<file path="src/rtl/kwd_pkg.sv">
package kwd_pkg;

    localparam int REG_W = 8;

    localparam logic [1:0] ADDR_CTRL   = 2'd0;
    localparam logic [1:0] ADDR_PERIOD = 2'd1;
    localparam logic [1:0] ADDR_KICK   = 2'd2;
    localparam logic [1:0] ADDR_LEFT   = 2'd3;

    localparam logic [REG_W-1:0] KICK_MAGIC = 8'h6B;

    localparam int BIT_RUN  = 0;
    localparam int BIT_LOCK = 2;
    localparam int BIT_RST  = 6;
    localparam int BIT_PIN  = 7;

    localparam int NUM_OUT = 2;

    typedef struct packed {
        logic             run;
        logic             lock;
        logic             rst_arm;
        logic             pin_arm;
        logic [REG_W-1:0] period;
        logic [REG_W-1:0] left;
    } wd_state_t;

endpackage

</file>
<file path="src/rtl/kwd_prescaler.sv">
module kwd_prescaler #(
    parameter int CLK_HZ = 50_000_000
) (
    input  logic clk,
    input  logic rst_n,
    input  logic run,
    input  logic restart,
    output logic tick
);
    localparam int PW = (CLK_HZ > 1) ? $clog2(CLK_HZ) : 1;
    localparam logic [PW-1:0] LAST = PW'(CLK_HZ - 1);

    logic [PW-1:0] cnt_d, cnt_q;

    assign tick = run && !restart && (cnt_q == LAST);

    always_comb begin
        cnt_d = cnt_q;
        if (restart || !run) begin
            cnt_d = '0;
        end else if (cnt_q == LAST) begin
            cnt_d = '0;
        end else begin
            cnt_d = cnt_q + 1'b1;
        end
    end

    always_ff @(posedge clk or negedge rst_n) begin
        if (!rst_n) begin
            cnt_q <= '0;
        end else begin
            cnt_q <= cnt_d;
        end
    end
endmodule

</file>
<file path="src/rtl/kwd_ctrl.sv">
module kwd_ctrl
    import kwd_pkg::*;
#(
    parameter logic [REG_W-1:0] DEF_PERIOD = 8'd10
) (
    input  logic             clk,
    input  logic             rst_n,
    input  logic             bus_wr,
    input  logic [1:0]       bus_addr,
    input  logic [REG_W-1:0] bus_wdata,
    input  logic             tick,
    output wd_state_t        st,
    output logic             reload,
    output logic             fire,
    output logic [REG_W-1:0] rdata
);
    wd_state_t d, q;

    logic             wr_ctrl, wr_period, wr_kick;
    logic             start, kick_ok, retime;
    logic [REG_W-1:0] load_val;

    always_comb begin
        d        = q;
        reload   = 1'b0;
        fire     = 1'b0;
        wr_ctrl   = bus_wr && (bus_addr == ADDR_CTRL);
        wr_period = bus_wr && (bus_addr == ADDR_PERIOD);
        wr_kick   = bus_wr && (bus_addr == ADDR_KICK);

        if (wr_ctrl) begin
            d.lock    = q.lock | bus_wdata[BIT_LOCK];
            d.run     = bus_wdata[BIT_RUN] | (q.lock & q.run);
            d.rst_arm = bus_wdata[BIT_RST];
            d.pin_arm = bus_wdata[BIT_PIN];
        end
        if (wr_period) begin
            d.period = bus_wdata;
        end

        load_val = (d.period == '0) ? REG_W'(1) : d.period;
        start    = d.run && !q.run;
        kick_ok  = wr_kick && (bus_wdata == KICK_MAGIC) && q.run;
        retime   = wr_period && q.run;
        reload   = start || (d.run && (kick_ok || retime));

        if (reload) begin
            d.left = load_val;
        end else if (tick && d.run && (q.left != '0)) begin
            d.left = q.left - 1'b1;
            fire   = (q.left == REG_W'(1));
        end
    end

    always_ff @(posedge clk or negedge rst_n) begin
        if (!rst_n) begin
            q <= '{run: 1'b0, lock: 1'b0, rst_arm: 1'b0, pin_arm: 1'b0,
                   period: DEF_PERIOD, left: '0};
        end else begin
            q <= d;
        end
    end

    always_comb begin
        rdata = '0;
        case (bus_addr)
            ADDR_CTRL: begin
                rdata[BIT_RUN]  = q.run;
                rdata[BIT_LOCK] = q.lock;
                rdata[BIT_RST]  = q.rst_arm;
                rdata[BIT_PIN]  = q.pin_arm;
            end
            ADDR_PERIOD: rdata = q.period;
            ADDR_KICK:   rdata = '0;
            ADDR_LEFT:   rdata = q.left;
            default:     rdata = '0;
        endcase
    end

    assign st = q;
endmodule

</file>
<file path="src/rtl/kwd_pulse.sv">
module kwd_pulse #(
    parameter int PULSE_LEN = 16
) (
    input  logic clk,
    input  logic rst_n,
    input  logic trig,
    output logic pulse
);
    localparam int CW = $clog2(PULSE_LEN + 1);

    logic [CW-1:0] cnt_d, cnt_q;

    always_comb begin
        cnt_d = cnt_q;
        if (trig) begin
            cnt_d = CW'(PULSE_LEN);
        end else if (cnt_q != '0) begin
            cnt_d = cnt_q - 1'b1;
        end
    end

    always_ff @(posedge clk or negedge rst_n) begin
        if (!rst_n) begin
            cnt_q <= '0;
        end else begin
            cnt_q <= cnt_d;
        end
    end

    assign pulse = (cnt_q != '0);
endmodule

</file>
<file path="src/rtl/kick_watchdog.sv">
module kick_watchdog
    import kwd_pkg::*;
#(
    parameter int               CLK_HZ     = 50_000_000,
    parameter int               PULSE_LEN  = 16,
    parameter logic [REG_W-1:0] DEF_PERIOD = 8'd10
) (
    input  logic             clk,
    input  logic             rst_n,
    input  logic             bus_wr,
    input  logic [1:0]       bus_addr,
    input  logic [REG_W-1:0] bus_wdata,
    output logic [REG_W-1:0] bus_rdata,
    output logic             sys_rst_o,
    output logic             tmo_pin_o
);
    wd_state_t          ctl_st;
    logic               tick, reload, fire;
    logic [NUM_OUT-1:0] arm_vec, pulse_vec;

    kwd_ctrl #(.DEF_PERIOD(DEF_PERIOD)) i_ctrl (
        .clk      (clk),
        .rst_n    (rst_n),
        .bus_wr   (bus_wr),
        .bus_addr (bus_addr),
        .bus_wdata(bus_wdata),
        .tick     (tick),
        .st       (ctl_st),
        .reload   (reload),
        .fire     (fire),
        .rdata    (bus_rdata)
    );

    kwd_prescaler #(.CLK_HZ(CLK_HZ)) i_presc (
        .clk    (clk),
        .rst_n  (rst_n),
        .run    (ctl_st.run && (ctl_st.left != '0)),
        .restart(reload),
        .tick   (tick)
    );

    assign arm_vec = {ctl_st.pin_arm, ctl_st.rst_arm};

    for (genvar g = 0; g < NUM_OUT; g++) begin : g_out
        kwd_pulse #(.PULSE_LEN(PULSE_LEN)) i_pulse (
            .clk  (clk),
            .rst_n(rst_n),
            .trig (fire && arm_vec[g]),
            .pulse(pulse_vec[g])
        );
    end

    assign sys_rst_o = pulse_vec[0];
    assign tmo_pin_o = pulse_vec[1];
endmodule

</file>
<file path="config.mk">
export PLATFORM = sky130hd
export DESIGN_NAME = kick_watchdog
export DESIGN_NICKNAME = d
export VERILOG_FILES = /design/src/rtl/kwd_pkg.sv /design/src/rtl/kwd_prescaler.sv /design/src/rtl/kwd_ctrl.sv /design/src/rtl/kwd_pulse.sv /design/src/rtl/kick_watchdog.sv
export SDC_FILE = /design/constraint.sdc
export NUM_CORES = 1
export LEC_CHECK = 0
export ABC_AREA = 1
export BUFFER_PORTS_ARGS = -buffer_cell sky130_fd_sc_hd__buf_2
export CAP_MARGIN = 15
export CORE_MARGIN = 2
export CORE_UTILIZATION = 50
export CTS_CLUSTER_SIZE = 8
export DETAILED_ROUTE_END_ITERATION = 10
export PLACE_DENSITY_LB_ADDON = 0.08
export SYNTH_ARGS = -nofsm -noshare
export SYNTH_HDL_FRONTEND = slang
export SYNTH_SLANG_ARGS = --single-unit
</file>
<file path="constraint.sdc">
create_clock -name clk -period 1.4 [get_ports clk]
set_input_delay 0 -clock clk [delete_from_list [all_inputs] [get_ports clk]]
set_output_delay 0 -clock clk [all_outputs]
set_load 0.03 [all_outputs]
</file>
After elaboration in Yosys (flattened, before gate mapping)
Cells that the tools add are included.
{"block": "totals", "reg_bits": 56, "input_bits": 13, "out_inout_bits": 10, "elab_cells": 69}
{"block": "op_classes", "n_addsub": 4, "eq_ne": 6, "n_mux": 18, "n_bitwise": 3, "n_reduce_logical": 29}
{"cell": "$mux W26", "n": 2}
{"cell": "$mux W8", "n": 4}
{"cell": "$add A26 B1 Y26 const B", "n": 1}
{"cell": "$eq A26 B26 Y1 const B", "n": 1}
{"cell": "$mux W5", "n": 4}
{"cell": "$logic_and A1 B1 Y1", "n": 15}
{"cell": "$reduce_bool A5 Y1", "n": 2}
{"cell": "$sub A5 B1 Y5 const B", "n": 2}
{"cell": "$eq A8 B1 Y1 const B", "n": 1}
{"cell": "$eq A8 B7 Y1 const B", "n": 1}
{"cell": "$logic_not A8 Y1", "n": 1}
{"cell": "$pmux W1 S4", "n": 2}
{"cell": "$pmux W2 S4", "n": 1}
{"cell": "$reduce_bool A8 Y1", "n": 1}
{"cell": "$sub A8 B1 Y8 const B", "n": 1}
{"cell": "$pmux W3 S2", "n": 1}
{"cell": "$reduce_bool A2 Y1", "n": 3}
{"cell": "$eq A2 B2 Y1 const B", "n": 2}
{"cell": "$mux W4", "n": 1}
{"cell": "$logic_not A1 Y1", "n": 3}
{"cell": "$logic_or A1 B1 Y1", "n": 3}
{"cell": "$eq A2 B1 Y1 const B", "n": 1}
{"cell": "$logic_not A2 Y1", "n": 1}
{"cell": "$mux W1", "n": 2}
{"cell": "3 further kinds", "n": 4}

Longest topological paths before layout
Gate-level depths: netlist of the first run.
{"block": "depth", "word_depth": 16, "depth_mapped": 12, "mapped_depth_nobuf": 11}

Hierarchy
From an unflattened synthesis of the first run, not the netlist that was laid out.
{"block": "unflattened", "hier_cells": 503, "area_unflattened_um2": 3530.9}
{"module": "kwd_prescaler", "n_inst": 1, "cells_each": 233, "area_per_inst_um2": 1576.5, "seq_area_each_um2": 650.6}
{"module": "kwd_ctrl", "n_inst": 1, "cells_each": 191, "area_per_inst_um2": 1385.1, "seq_area_each_um2": 503.0}
{"module": "kwd_pulse", "n_inst": 2, "cells_each": 33, "area_per_inst_um2": 260.2, "seq_area_each_um2": 125.1}
{"module": "kick_watchdog", "n_inst": 1, "cells_each": 13, "area_per_inst_um2": 48.8, "seq_area_each_um2": 0.0}

Worst setup path before layout of the first run
OpenSTA, ideal clock, no wires.
{"block": "synth_timing", "path_kind": "register -> register", "start": "register i_ctrl.q (netlist bit i_ctrl.st[0])", "end": "register g_out[0].i_pulse.cnt_q[0]", "setup_ns": 0.113, "t_arrival_ns": 1.446, "required_ns": 1.287, "slack_ns": -0.160, "stages_incl_launch_ff": 10, "n_path_buf": 0, "synth_period_minus_slack_ns": 1.560, "cell_sequence": "dfrtp_1 -> inv_1 -> ha_1 -> nand2_1 -> o21a_1 -> nand2_4 -> nor2_2 -> nand3_2 -> nand2_1 -> inv_1"}
{"block": "synth_between", "elab_chain_len": 10, "elab_cells_between_ends": 12, "classes_between": "1 x eq/ne; 3 x mux; 8 x reduce/logical"}
{"item": "start, declared", "line": "kwd_ctrl.sv:17", "source": "wd_state_t d, q;"}
{"item": "start signal, assigned", "line": "kwd_ctrl.sv:57", "source": "q <= '{run: 1'b0, lock: 1'b0, rst_arm: 1'b0, pin_arm: 1'b0,"}
{"item": "$reduce_bool A8 Y1", "line": "kwd_ctrl.sv:49, kick_watchdog.sv:37"}
{"item": "$logic_and A1 B1 Y1", "line": "kick_watchdog.sv:37", "source": ".run (ctl_st.run && (ctl_st.left != '0)),"}
{"item": "$logic_and A1 B1 Y1 (2 in a row)", "line": "kwd_prescaler.sv:15", "source": "assign tick = run && !restart && (cnt_q == LAST);"}
{"item": "$logic_and A1 B1 Y1 (2 in a row)", "line": "kwd_ctrl.sv:49", "source": "end else if (tick && d.run && (q.left != '0)) begin"}
{"item": "$mux W1 *", "line": "kwd_ctrl.sv:49"}
{"item": "$mux W1 *", "line": "kwd_ctrl.sv:47", "source": "if (reload) begin"}
{"item": "$logic_and A1 B1 Y1 *", "line": "kick_watchdog.sv:48", "source": ".trig (fire && arm_vec[g]),"}
{"item": "$mux W5 or $reduce_bool A2 Y1 (tied branches)"}
{"item": "end signal, assigned", "line": "kwd_pulse.sv:26", "source": "cnt_q <= cnt_d;"}
{"item": "end, declared", "line": "kwd_pulse.sv:11", "source": "logic [CW-1:0] cnt_d, cnt_q;"}
Every way passes the cells marked *; elsewhere a longest branch is shown, timed or not.
A chain may end at the register's enable or synchronous reset.

Worst setup path in the final report of the first run
{"block": "layout_timing", "start": "register i_presc.cnt_q[1]", "end": "register i_presc.cnt_q[14]"}
{"block": "layout_between", "elab_chain_len": 3, "elab_cells_between_ends": 4, "classes_between": "1 x add/sub; 1 x eq/ne; 2 x mux"}
{"item": "start, declared", "line": "kwd_prescaler.sv:13", "source": "logic [PW-1:0] cnt_d, cnt_q;"}
{"item": "start signal, assigned", "line": "kwd_prescaler.sv:32", "source": "cnt_q <= cnt_d;"}
{"item": "$add A26 B1 Y26 or $eq A26 B26 Y1 (tied branches)", "line": "kwd_prescaler.sv:24, kwd_prescaler.sv:21"}
{"item": "$mux W26 *", "line": "kwd_prescaler.sv:21", "source": "end else if (cnt_q == LAST) begin"}
{"item": "$mux W26 *", "line": "kwd_prescaler.sv:19", "source": "if (restart || !run) begin"}
{"item": "named net i_presc.cnt_d[14]", "line": "kwd_prescaler.sv:13"}
The timed path passes the listed nets; every way through them passes the cells marked *.

==> impl_summary.md, run 1 <==
Run status
The flow ran to the end, but the final reports show violations. The checks that failed: setup timing.

Min path
The class of the tightest hold or removal check is primary input to flip-flop. In this run the most critical hold path is launched from bus_wdata[5]. The worst hold path was traced through 3 stages. The endpoint with the worst hold slack is i_ctrl.st[13].

Worst setup path
The arrival time of data at the critical path endpoint is 1.88 ns. The critical path startpoint category is a flip-flop. Along the worst path, the maximum fanout reaches 4. The required time of the critical path is 1.61 ns. The worst setup slack for register-to-register paths is -0.27 ns.

The worst register-to-register path begins at i_presc.cnt_q[1]. The kind of critical path is flip-flop to flip-flop. Counting cells, the worst reg-to-reg path comes to 9. The capturing point of the worst reg2reg path is i_presc.cnt_q[14].

The kind of end point of the critical path is a flip-flop.

GRT
Global routing finished with a remaining overflow of 0. Entering global routing, the biggest net connects 22 pins. The initial antenna violation count is 0.

The via count of the first global-routing pass is 3460. The first global-routing pass estimated 15.84 mm of wire. The total routing resource utilization after global routing is 26.74%.

Timing
Across all setup checks in the final design, the least slack found is -0.2694 ns. The final count of negative-setup-slack endpoints is 42. The actual slew at the worst max-slew pin is 0.4316 ns. Setup repair after global routing could not meet its margin everywhere. The final worst-path cycle share is 119.2%. The max-slew violation count is 0. The clock period minus final worst setup slack is 1.669 ns.

The worst pin sits at a relative slew slack of 71.23%. Static timing analysis puts the maximum clock frequency at 0.5990 GHz. The hold violation total from the final report is 0. The setup total negative slack is -6.809 ns. The clock arrives with 0.01465 ns of skew.

Pwr
The worst voltage drop across the vdd grid is 0.9373 mV. Dividing total power by cell area gives a power density of 1055 mW/mm². The part of the power in registers is 38.0%. Internal power comes to 3355 µW.

After layout, the design draws a total of 5289 µW. The clock network accounts for 20.0% of the total power. For this design the total switching power over the nets is 1934 µW. The combinational cell fraction of total power is 42.0%. The static power due to leakage is 0.002502 µW. The net switching fraction of the power is 36.56%.

Floorplanning
In this run the core area contains 30 standard-cell rows. The die height is 87.21 µm. The starting density of the core is 51.24%.

The core box area is 0.006756 mm². The number of top-level pins is 23. The die footprint is 0.007606 mm². The horizontal die dimension is 87.21 µm.

Routing
For this block, the via count after detailed routing is 3577. Wires add up to 10.46 mm. The wire length per cell is 15.50 µm. The initial detailed-routing violation count is 178. The first TritonRoute pass finished after 5 iterations. The count of nets left with antenna violations once routing finished came out at 0.

Dividing the detail-routed via count by the number of cells gives 5.299. The residual DRC count is 0.

Cells and area
The net count of the finished layout is 615. The share of post-route cells with drive strength above 1 is 40.67%. The layout-stage area growth over the synthesis result is 44.85%. The number of antenna diodes in the final layout is 0.

After filler insertion, the fill cell instance count of the layout stands at 485. The final core utilization is 74.22%.

Yosys
In the synthesized netlist the dominant register cell turns out to be sky130_fd_sc_hd__dfrtp_1. By area the synthesized netlist is led by sky130_fd_sc_hd__dfrtp_1 39%, sky130_fd_sc_hd__nand2_1 14%, sky130_fd_sc_hd__nor2_1 7.0%, sky130_fd_sc_hd__inv_1 6.5%, sky130_fd_sc_hd__xor2_1 5.3%. The post-synth net total is 490. For this run, asynchronously set or reset flops after synthesis account for 100.0%.

The synthesis warning total is 0. After synthesis the cells add up to 0.003462 mm². By instance count, the leading cell after synthesis is sky130_fd_sc_hd__nand2_1. Sequential elements use 40.55% of the synthesized area. The cell count after synthesis came out at 470.

The average cell area after synthesis is 7.366 µm². The number of distinct library cells after synthesis is 34. The portion of synthesized cell area occupied by the leading cell type is 39.03%. The count of state elements after synthesis is 56. Counting flops with a built-in enable in the synthesized netlist gives 0. By count the netlist is led by 133 x sky130_fd_sc_hd__nand2_1, 65 x sky130_fd_sc_hd__nor2_1, 60 x sky130_fd_sc_hd__inv_1. The cell type with the highest aggregate area in the netlist is sky130_fd_sc_hd__dfrtp_1.

Place
The final weighted congestion of routability-driven global placement is 0.9285. The number of I/O port buffers is 22. The detailed placement HPWL is 7.150 mm.

Run
The tool flagged a number of max-cap violations equal to 0.

CTS
The TritonCTS sink count is 56. TritonCTS built the clock tree. Clock-pin slew was measured on the worst setup and hold paths at 0.11 ns. The clock insertion delay at the later pin of the skew report is 0.32 ns. In this run the deepest clock path goes through 2 buffers. The clock buffer count from CTS is 5. In this run the clock root is driven by a sky130_fd_sc_hd__clkbuf_8. The H-tree was split into 2 levels.
==> layout make-up <==
| type | instances | area (µm²) | area share (%) |
|---|---|---|---|
| Clock buffer | 6 | 72.57 | 1.447 |
| Clock inverter | 1 | 30.03 | 0.5988 |
| Inverter | 65 | 244.0 | 4.865 |
| Multi-Input combinational cell | 345 | 2201 | 43.89 |
| Sequential cell | 56 | 1409 | 28.09 |
| Tap cell | 80 | 100.1 | 1.996 |
| Timing Repair Buffer | 122 | 958.4 | 19.11 |
==> power groups by stage <==
stage,Combinational (µW),Sequential (µW),Clock (µW)
after floorplan,1050,2020,0
after detailed placement,1950,2000,0
final,2220,2010,1060
after CTS,2050,1990,1070
after global placement,1920,1990,0
after global routing,2450,2030,1120
==> state kept, by name (all words and copies together) (netlist names) <==
register             cells
i_ctrl.st               20
g_out.i_pulse.cnt_q     10
i_presc.cnt_q           26
==> metrics by stage <==
step	setup slack (ns)	hold WS (ns)	cells	area (µm²)
6_report	-0.2694	0.03092	675	5015
5_1_grt	-0.3475	0.04006	675	5015
4_1_cts	-0.2254	0.03228	667	4673
3_5_place_dp	-0.2476	-0.04067	647	4303
3_3_place_gp	-0.1377	-0.04693	647	4303
2_1_floorplan	-0.08715	-0.2956	470	3510
==> cells by family after synthesis <==
logic type      count (synthesis)  synth area share, %
buf+inv                        70                8.023
compound gates                 26                4.084
xor+xnor                       25                6.325
simple gates                  284                37.91
flops                          56                40.55
fa+ha+maj                       7                2.530
mux                             2               0.5783
==> critical path: stages, from the launching register on <==
cell	delay, ns
sky130_fd_sc_hd__dfrtp_1	0.42
sky130_fd_sc_hd__ha_4	0.17
sky130_fd_sc_hd__nand3_4	0.10
sky130_fd_sc_hd__buf_6	0.15
sky130_fd_sc_hd__nor3_4	0.14
sky130_fd_sc_hd__nand2_2	0.11
sky130_fd_sc_hd__nor2_4	0.16
sky130_fd_sc_hd__nand3_2	0.10
sky130_fd_sc_hd__xor2_1	0.16
sky130_fd_sc_hd__nor2_1	0.06
==> how the worst max path moves through the flow <==
stage / to / slack [ns] / startpoint / cells past startpoint
after floorplan: i_presc.cnt_q[16] / -0.09 / i_presc.cnt_q[0] / 8
final: i_presc.cnt_q[14] / -0.27 / i_presc.cnt_q[1] / 9
after CTS: g_out[0].i_pulse.cnt_q[2] / -0.23 / i_presc.cnt_q[1] / 10
after global placement: g_out[0].i_pulse.cnt_q[0] / -0.14 / i_presc.cnt_q[0] / 10
after detailed placement: g_out[0].i_pulse.cnt_q[2] / -0.25 / i_presc.cnt_q[1] / 10
after global routing: i_presc.cnt_q[14] / -0.35 / i_presc.cnt_q[0] / 9
==> layout by cell type (no fill, tap or decap), types with 15 or more instances in the layout <==
cell type and count:
sky130_fd_sc_hd__nand3_1 23, sky130_fd_sc_hd__nand4_1 16, sky130_fd_sc_hd__dfrtp_1 50, sky130_fd_sc_hd__xor2_1 18, sky130_fd_sc_hd__buf_2 18, sky130_fd_sc_hd__nor2_1 48, sky130_fd_sc_hd__inv_1 44, sky130_fd_sc_hd__nor2_4 15
sky130_fd_sc_hd__inv_2 21, sky130_fd_sc_hd__buf_4 83, sky130_fd_sc_hd__nand2_2 30, sky130_fd_sc_hd__nand2_1 106
==> per-layer routing <==
metal	part of all wire (%)	global-route usage, %
met5	0	0
met1	39	31.91
met2	53	48.79
met4	3.3	9.231
met3	3.8	3.981
==> what timing repair did <==
action	4_1_cts	5_1_grt
setup endpoints to repair	42	48
buffers inserted	9	12
cloned	1	0
pin swaps	16	35
endpoints found under the hold margin	36	0
gates resized for setup	37	94
hold buffers	4	0
Power figures use the tool's default switching activity.
==> run 2: changes to the inputs <==
PLACE_DENSITY = 0.78   (was not set)
PLACE_DENSITY_LB_ADDON = not set   (was 0.08)
==> impl_summary.md, run 2 (synthesis results as in run 1) <==
Run status
The run finished, with violations left. The checks that failed: setup timing.

Routing
The wire length on met3 is 639 µm (+61%). The wire length per cell is 15.44 µm (-0.37%). The detailed-route wire length is 10.45 mm (about the same). The via count was 3665 (+2.5%). The per-cell via count in the routed design is 5.414 (+2.2%). The met1 wire length is 4.241 mm (+2.9%).

The met2 routed wirelength is 5.275 mm (-5.6%). The post-detailed-route count of antenna-violating nets was 0 (unchanged). The initial detailed-routing violation count is 319 (+79%).

The first-pass iteration count of the detailed router is 5 (unchanged). In this run the top signal layer used is met4. The residual DRC count is 0 (unchanged).

Timing
The relative slew slack is 69.97% (-1.3 points). The clock period minus final worst setup slack was 1.845 ns (+0.1759 ns). The final worst-path cycle share was 131.8% (+13 points). Setup repair after global routing could not meet its margin everywhere. The actual slew at the worst max-slew pin is 0.4505 ns (+0.01885 ns). The final count of negative-setup-slack endpoints was 43 (+2.4%). The final hold slack is 0.007028 ns (-0.02390 ns). The timing-limited maximum frequency is 0.5419 GHz (-9.5%). The clock skew after layout was 0.01456 ns (-0.00008830 ns). The smallest setup slack after layout was -0.4453 ns (-0.1759 ns).

The hold violation total from the final report was 0 (unchanged). The max-slew violation count came to 0 (unchanged).

Cells and area
The total number of nets in the final design is 616 (+0.16%). The fill cell instance count of the final layout is 467 (-3.7%). In the layout the commonest cells are 114 x sky130_fd_sc_hd__nand2_1, 91 x sky130_fd_sc_hd__buf_4, 57 x sky130_fd_sc_hd__nor2_1, 53 x sky130_fd_sc_hd__inv_1, 53 x sky130_fd_sc_hd__dfrtp_1.

The share of post-route cells with drive strength above 1 is 34.51% (-6.2 points). Leaving out fill and tap cells, the most frequent cell in the layout is sky130_fd_sc_hd__nand2_1. i_presc.cnt_q holds more flip-flops than any other register. The final antenna diode count is 0 (unchanged). The final core utilization is 71.54% (-2.7 points). The layout-stage area growth over the synthesis result is 39.61%. The area of all placed cells without fillers was 0.004833 mm² (-3.6%). The number of flip-flops in the largest register came to 26 (unchanged).

Pwr
The total power per unit cell area is 1102 mW/mm² (+4.5%). The worst voltage drop across the vdd grid came to 1.054 mV (+12%). The static power due to leakage is 0.002484 µW (-0.72%). The overall power consumption is 5328 µW (+0.73%).

Worst setup path
The kind of end point of the critical path is a flip-flop. Among all stages on the critical path, the largest delay is contributed by sky130_fd_sc_hd__dfrtp_1. The critical path goes through nand2_1 > nor2_4 > inv_2 > nor2_1 > nand2_1 > nor2_4 > buf_4 > nand4_4 > nand3_1 > nand2_1.

The count of buffering cells on the critical path with inverters included was 2 (+1). The biggest fanout along the worst timing path was 4 (unchanged). The arrival time of data at the critical path endpoint is 2.05 ns (+0.17 ns).

The required time of the critical path is 1.61 ns (about the same). The cell family with the largest share of critical-path delay is simple AND/OR/NAND/NOR gates. The worst setup slack for register-to-register paths was -0.45 ns (-0.18 ns). By startpoint and endpoint, the worst setup path is classified as flip-flop to flip-flop. The critical path's largest stage delay was 0.38 ns (-0.04 ns). The critical path startpoint category is a flip-flop.

The most used cell along the critical path is sky130_fd_sc_hd__nand2_1.

Floorplanning
The die height is 87.21 µm (unchanged). The die footprint came to 0.007606 mm² (unchanged). The number of rows created at floorplan was 30 (unchanged). The horizontal die dimension is 87.21 µm (unchanged).

The core box area was 0.006756 mm² (unchanged). The starting density of the core was 51.24% (unchanged). The number of top-level pins is 23 (unchanged).

CTS
The clock buffer count from CTS came to 5 (unchanged). The number of buffers on the longest clock path came to 2 (unchanged). The TritonCTS sink count is 56 (unchanged). The clock tree from TritonCTS is yes. The clock insertion delay at the later pin of the skew report was 0.33 ns (about the same). The clock-pin slew of the registers on the worst-case setup and hold paths came to 0.12 ns (about the same). The root cell of the clock tree is sky130_fd_sc_hd__clkbuf_8. The depth of the CTS H-tree is 2 (unchanged).

GRT
The leftover overflow at the end of global routing is 0 (unchanged). The first-pass GRT wire length was 15.26 mm (-3.6%). The initial antenna violation count came to 0 (unchanged).

The total routing resource utilization after global routing is 25.31% (-1.4 points). The largest net degree at the start of global routing is 39 (+77%). The via count of the first global-routing pass came to 3487 (+0.78%).

Place
The instance area at placement is 0.004295 mm² (-0.17%). The detailed placement HPWL is 6.692 mm (-6.4%). The final weighted congestion of routability-driven global placement is 0.9890 (+6.5%). The number of I/O port buffers is 22 (unchanged). The setup slack at placement is -0.2387 ns (+0.008820 ns).

Min path
The class of the tightest hold or removal check is primary input to flip-flop.

Run
The number of max-cap violations is 0 (unchanged).
## run 2: cell count changes in the layout (fill, tap and decap cells not counted), moves of 4 or more
cell | previous run | this run
sky130_fd_sc_hd__buf_6 | 14 | 3
sky130_fd_sc_hd__nand2_2 | 30 | 21
sky130_fd_sc_hd__nand3_4 | 9 | 5
sky130_fd_sc_hd__nor2_4 | 15 | 6
sky130_fd_sc_hd__inv_1 | 44 | 53
sky130_fd_sc_hd__nand2_1 | 106 | 114
sky130_fd_sc_hd__buf_4 | 83 | 91
sky130_fd_sc_hd__nor3_4 | 5 | 1
sky130_fd_sc_hd__nor2_1 | 48 | 57
sky130_fd_sc_hd__inv_2 | 21 | 11
## run 2: stage by stage
stage               std cells  setup TNS, ns
floorplan                 470         -1.322
global placement          646         -4.586
detailed placement        646         -7.063
CTS                       664         -6.886
global route              677         -14.38
finish                    677         -10.76
## run 2: metal layers
layer | global-route usage (%) | vias to the layer above
met5 | 0 | -
met4 | 8.112 | 0
met3 | 5.213 | 34
met2 | 44.21 | 180
met1 | 31.31 | 1710
li1 | - | 1741
## run 2: final timing paths
| check | to | cells after the start | from |
|---|---|---|---|
| worst min register to register | i_ctrl.st[18] | 2 | i_ctrl.st[18] |
| max in group asynchronous | i_presc.cnt_q[4] | 3 | rst_n |
| worst max register to register | i_ctrl.st[7] | 10 | i_presc.cnt_q[15] |
| min in group asynchronous | i_presc.cnt_q[11] | 2 | rst_n |
| worst max-delay path | i_ctrl.st[7] | 10 | i_presc.cnt_q[15] |
| worst min-delay path | i_ctrl.st[13] | 3 | bus_wdata[5] |
## run 2: power breakdown
group	switching (µW)	total [µW]	internal (µW)
Combinational	1290	2370	1080
Clock	598	968	370
Sequential	160	1990	1830
## run 2: timing repair
action | in CTS | in global routing
setup buffers | 5 | 11
hold endpoints to repair | 49 | 0
cloned | 0 | 2
pin swaps | 11 | 18
resized for setup | 18 | 49
hold buffers | 5 | 0
endpoints found under the setup margin | 44 | 46
## run 2: tightest hold or removal path, delay by kind of cell
family	cells	cell delay, ns
simple gates	2	0.17
buf+inv	1	0.11
## run 2: final cells by class
cell class,count,area [µm²],share of cell area (%)
flip-flops and latches,56,1405,29.07
inverters,65,246.5,5.100
clock inverters,3,26.28,0.5436
clock buffers,5,68.82,1.424
well taps,80,100.1,2.071
repair buffers,123,952.2,19.70
multi-input cells,345,2034,42.09
==> run 3: changes to the inputs <==
ABC_AREA = not set   (was 1)
MAX_ROUTING_LAYER = met4   (was not set)
PLACE_DENSITY = 0.79   (was 0.78)
==> impl_summary.md, run 3 <==
Run status
The flow ran to the end, but the final reports show violations. The final reports fail on setup timing.

Worst setup path
STA classifies the critical path startpoint as a flip-flop. The count of buffering cells on the critical path with inverters included came to 3 (+1). The biggest fanout along the worst timing path is 6 (+2). On the critical path, the stage with the largest delay is an instance of sky130_fd_sc_hd__or4_4.

The startpoint identified for the worst register-to-register timing path is i_presc.cnt_q[12]. The critical path's largest stage delay is 0.54 ns (+0.16 ns). The kind of critical path is flip-flop to flip-flop. The signal on the critical path passes through nand4_1 > buf_4 > or4_4 > or2_4 > nand4_1 > buf_4 > clkbuf_16 > nor2_2. The worst setup slack for register-to-register paths is -0.87 ns (-0.42 ns). The capturing point of the worst reg2reg path is i_presc.cnt_q[24]. STA classifies the critical path endpoint as a flip-flop. The depth of the worst register-to-register path is 8 (-2). The cell family with the largest share of critical-path delay is simple AND/OR/NAND/NOR gates. The arrival time of data at the critical path endpoint is 2.48 ns (+0.43 ns).

The required time of the critical path came to 1.61 ns (about the same).

Timing
The max-slew violation count came to 0 (unchanged). The setup total negative slack is -34.83 ns (-24.07 ns). Setup repair after global routing could not meet its margin everywhere.

The final count of negative-setup-slack endpoints is 49 (+14%). The clock period minus final worst setup slack came to 2.269 ns (+0.4232 ns). The relative slew slack is 71.37% (+1.4 points). The hold violation total from the final report was 0 (unchanged).

The final worst-path cycle share came to 162.0% (+30 points). The actual slew at the worst max-slew pin is 0.4295 ns (-0.02101 ns). The final hold slack is 0.02143 ns (+0.01440 ns).

The smallest setup slack after layout is -0.8685 ns (-0.4232 ns). The clock skew after layout came to 0.01675 ns (+0.002192 ns). The timing-limited maximum frequency is 0.4408 GHz (-19%).

Floorplanning
The die height is 82.29 µm (-5.6%). The number of top-level pins is 23 (unchanged). The starting density of the core is 51.75% (+0.51 points). The number of rows created at floorplan is 28 (-6.7%).

The horizontal die dimension was 82.29 µm (-5.6%). The die footprint is 0.006771 mm² (-11%). The core box area was 0.005921 mm² (-12%).

CTS
The clock-pin slew of the registers on the worst-case setup and hold paths was 0.11 ns (about the same). The clock insertion delay at the later pin of the skew report is 0.33 ns (about the same). The depth of the CTS H-tree is 2 (unchanged). The number of buffers on the longest clock path was 2 (unchanged). Clock tree synthesis selected as its root buffer the cell sky130_fd_sc_hd__clkbuf_8. The clock buffer count from CTS is 5 (unchanged).

TritonCTS built the clock tree. The TritonCTS sink count came to 56 (unchanged).

Routing
The detailed-route wire length is 9.806 mm (-6.2%). The met1 wire length is 3.661 mm (-14%). The first-pass iteration count of the detailed router is 6 (+1).

The met2 routed wirelength is 5.419 mm (+2.7%). The via count is 3043 (-17%). The wire length per cell was 18.89 µm (+22%). The detailed router used layers up to and including met4. The residual DRC count was 0 (unchanged). The wire length on met3 was 451 µm (-29%). The post-detailed-route count of antenna-violating nets is 0 (unchanged). The initial detailed-routing violation count is 324 (+1.6%). The per-cell via count in the routed design is 5.863 (+8.3%).

Cells and area
The number of flip-flops in the largest register came to 26 (unchanged). The most common cell after layout, fill and taps aside is sky130_fd_sc_hd__buf_4. The area of all placed cells without fillers is 0.004672 mm² (-3.3%). The final antenna diode count is 0 (unchanged). The share of post-route cells with drive strength above 1 is 49.10% (+15 points). In the layout the commonest cells are 97 x sky130_fd_sc_hd__buf_4, 52 x sky130_fd_sc_hd__dfrtp_1, 25 x sky130_fd_sc_hd__nor2_1, 22 x sky130_fd_sc_hd__xor2_1, 18 x sky130_fd_sc_hd__nor2_4.

Relative to the synthesized area, the layout overhead comes to 52.47%. The fill cell instance count of the final layout was 338 (-28%). The largest register by flop count is i_presc.cnt_q. The total number of nets in the final design is 463 (-25%).

Yosys
Yosys attributes the largest share of cell area to sky130_fd_sc_hd__dfrtp_1 44%, sky130_fd_sc_hd__xor2_1 6.3%, sky130_fd_sc_hd__nor2_1 6.0%, sky130_fd_sc_hd__mux2_2 5.9%, sky130_fd_sc_hd__xnor2_1 3.7%. The post-synth net total came to 330 (-33%). The most used flip-flop cell after synthesis is sky130_fd_sc_hd__dfrtp_1. The sequential share of the synthesized area was 45.81% (+5.3 points). The commonest cells after synthesis are 54 x sky130_fd_sc_hd__dfrtp_1, 49 x sky130_fd_sc_hd__nor2_1, 22 x sky130_fd_sc_hd__xor2_1. The portion of synthesized cell area occupied by the leading cell type is 44.10% (+5.1 points). The share of async-settable or async-resettable flops after synthesis was 100.0% (unchanged). The combined area of all synthesized cells is 0.003064 mm² (-11%). The count of state elements after synthesis came to 56 (unchanged). The number of enable-type register cells in the synthesized netlist came to 0 (unchanged).

The synthesis warning total is 0 (unchanged). The average cell area after synthesis is 9.884 µm² (+34%). The number of distinct library cells after synthesis is 45 (+32%). The cell count after synthesis came to 310 (-34%). The most frequent cell after synthesis is sky130_fd_sc_hd__dfrtp_1. The biggest area contributor in the post-synthesis netlist is sky130_fd_sc_hd__dfrtp_1.

Pwr
The worst voltage drop across the vdd grid is 0.7786 mV (-26%). The static power due to leakage came to 0.002139 µW (-14%). The total power per unit cell area came to 1167 mW/mm² (+5.8%). The overall power consumption was 5451 µW (+2.3%).

Place
The number of I/O port buffers is 22 (unchanged). The detailed placement HPWL is 5.344 mm (-20%). The instance area at placement is 0.003935 mm² (-8.4%). The final weighted congestion of routability-driven global placement came to 0.8885 (-10%). The setup slack at placement is -0.9181 ns (-0.6793 ns).

GRT
The initial antenna violation count came to 0 (unchanged). The largest net degree at the start of global routing is 34 (-13%). The total routing resource utilization after global routing came to 29.17% (+3.9 points).

The via count of the first global-routing pass was 3077 (-12%). The first-pass GRT wire length is 14.47 mm (-5.2%). The leftover overflow at the end of global routing is 0 (unchanged).

Min path
In this run the most critical hold path is launched from bus_wdata[2]. The worst hold path stage count is 3 (unchanged). The tightest min-delay check is of the primary input to flip-flop type. The worst hold path terminates at i_ctrl.st[18].

Run
The number of max-cap violations is 0 (unchanged).
## run 3: layout make-up
type	instances	area (µm²)	share of cell area (%)
Clock buffer	5	68.82	1.473
Clock inverter	3	22.52	0.4821
Inverter	13	48.80	1.044
Multi-Input combinational cell	231	1932	41.35
Sequential cell	56	1406	30.10
Tap cell	75	93.84	2.009
Timing Repair Buffer	136	1100	23.54
## run 3: worst max-delay path by stage
stage / startpoint / to / slack, ns / depth (start not counted)
detailed placement: i_presc.cnt_q[1] / i_ctrl.st[5] / -0.92 / 6
global route: i_presc.cnt_q[1] / i_ctrl.st[2] / -0.97 / 8
global placement: i_presc.cnt_q[1] / i_ctrl.st[5] / -0.85 / 6
floorplan: i_presc.cnt_q[0] / i_ctrl.st[5] / -0.86 / 7
CTS: i_presc.cnt_q[1] / i_ctrl.st[5] / -0.83 / 6
finish: i_presc.cnt_q[12] / i_presc.cnt_q[24] / -0.87 / 8
## run 3: cells by family after synthesis
group	synth area share, %
AOI/OAI and AO/OA	5.390
and+or+nand+nor	25.89
buffers and inverters	2.858
muxes	7.187
DFF	45.81
xor gates and xnor gates	10.00
adders and majority gates	2.858
## run 3: repair_timing
| action | in CTS | in global routing |
|---|---|---|
| hold buffers | 5 | 0 |
| hold endpoints to repair | 61 | 0 |
| resized for setup | 64 | 37 |
| pin swaps | 26 | 16 |
| cloned | 3 | 0 |
| endpoints found under the setup margin | 50 | 50 |
| setup buffers | 16 | 10 |
## run 3: power by group
part	total, µW	internal [µW]	switching, µW
Combinational	2460	1200	1260
Sequential	2050	1850	201
Clock	937	360	577
Total	5450	3420	2030
## run 3: stage by stage
step	util, %	instances
floorplan	-	310
global placement	66.46	481
detailed placement	66.46	481
CTS	75.97	512
global route	78.91	519
finish	78.91	519
## run 3: worst min-delay path, delay by kind of cell
| kind | cells | cell delay (ns) |
|---|---|---|
| buffers and inverters | 2 | 0.18 |
| AOI/OAI and AO/OA | 1 | 0.14 |
## run 3: metal layers
metal / global-route usage [%] / vias to the layer above
met4: 12.83 / 0
met5: - / -
met3: 5.978 / 34
met2: 50.16 / 121
met1: 32.77 / 1521
li1: - / 1367
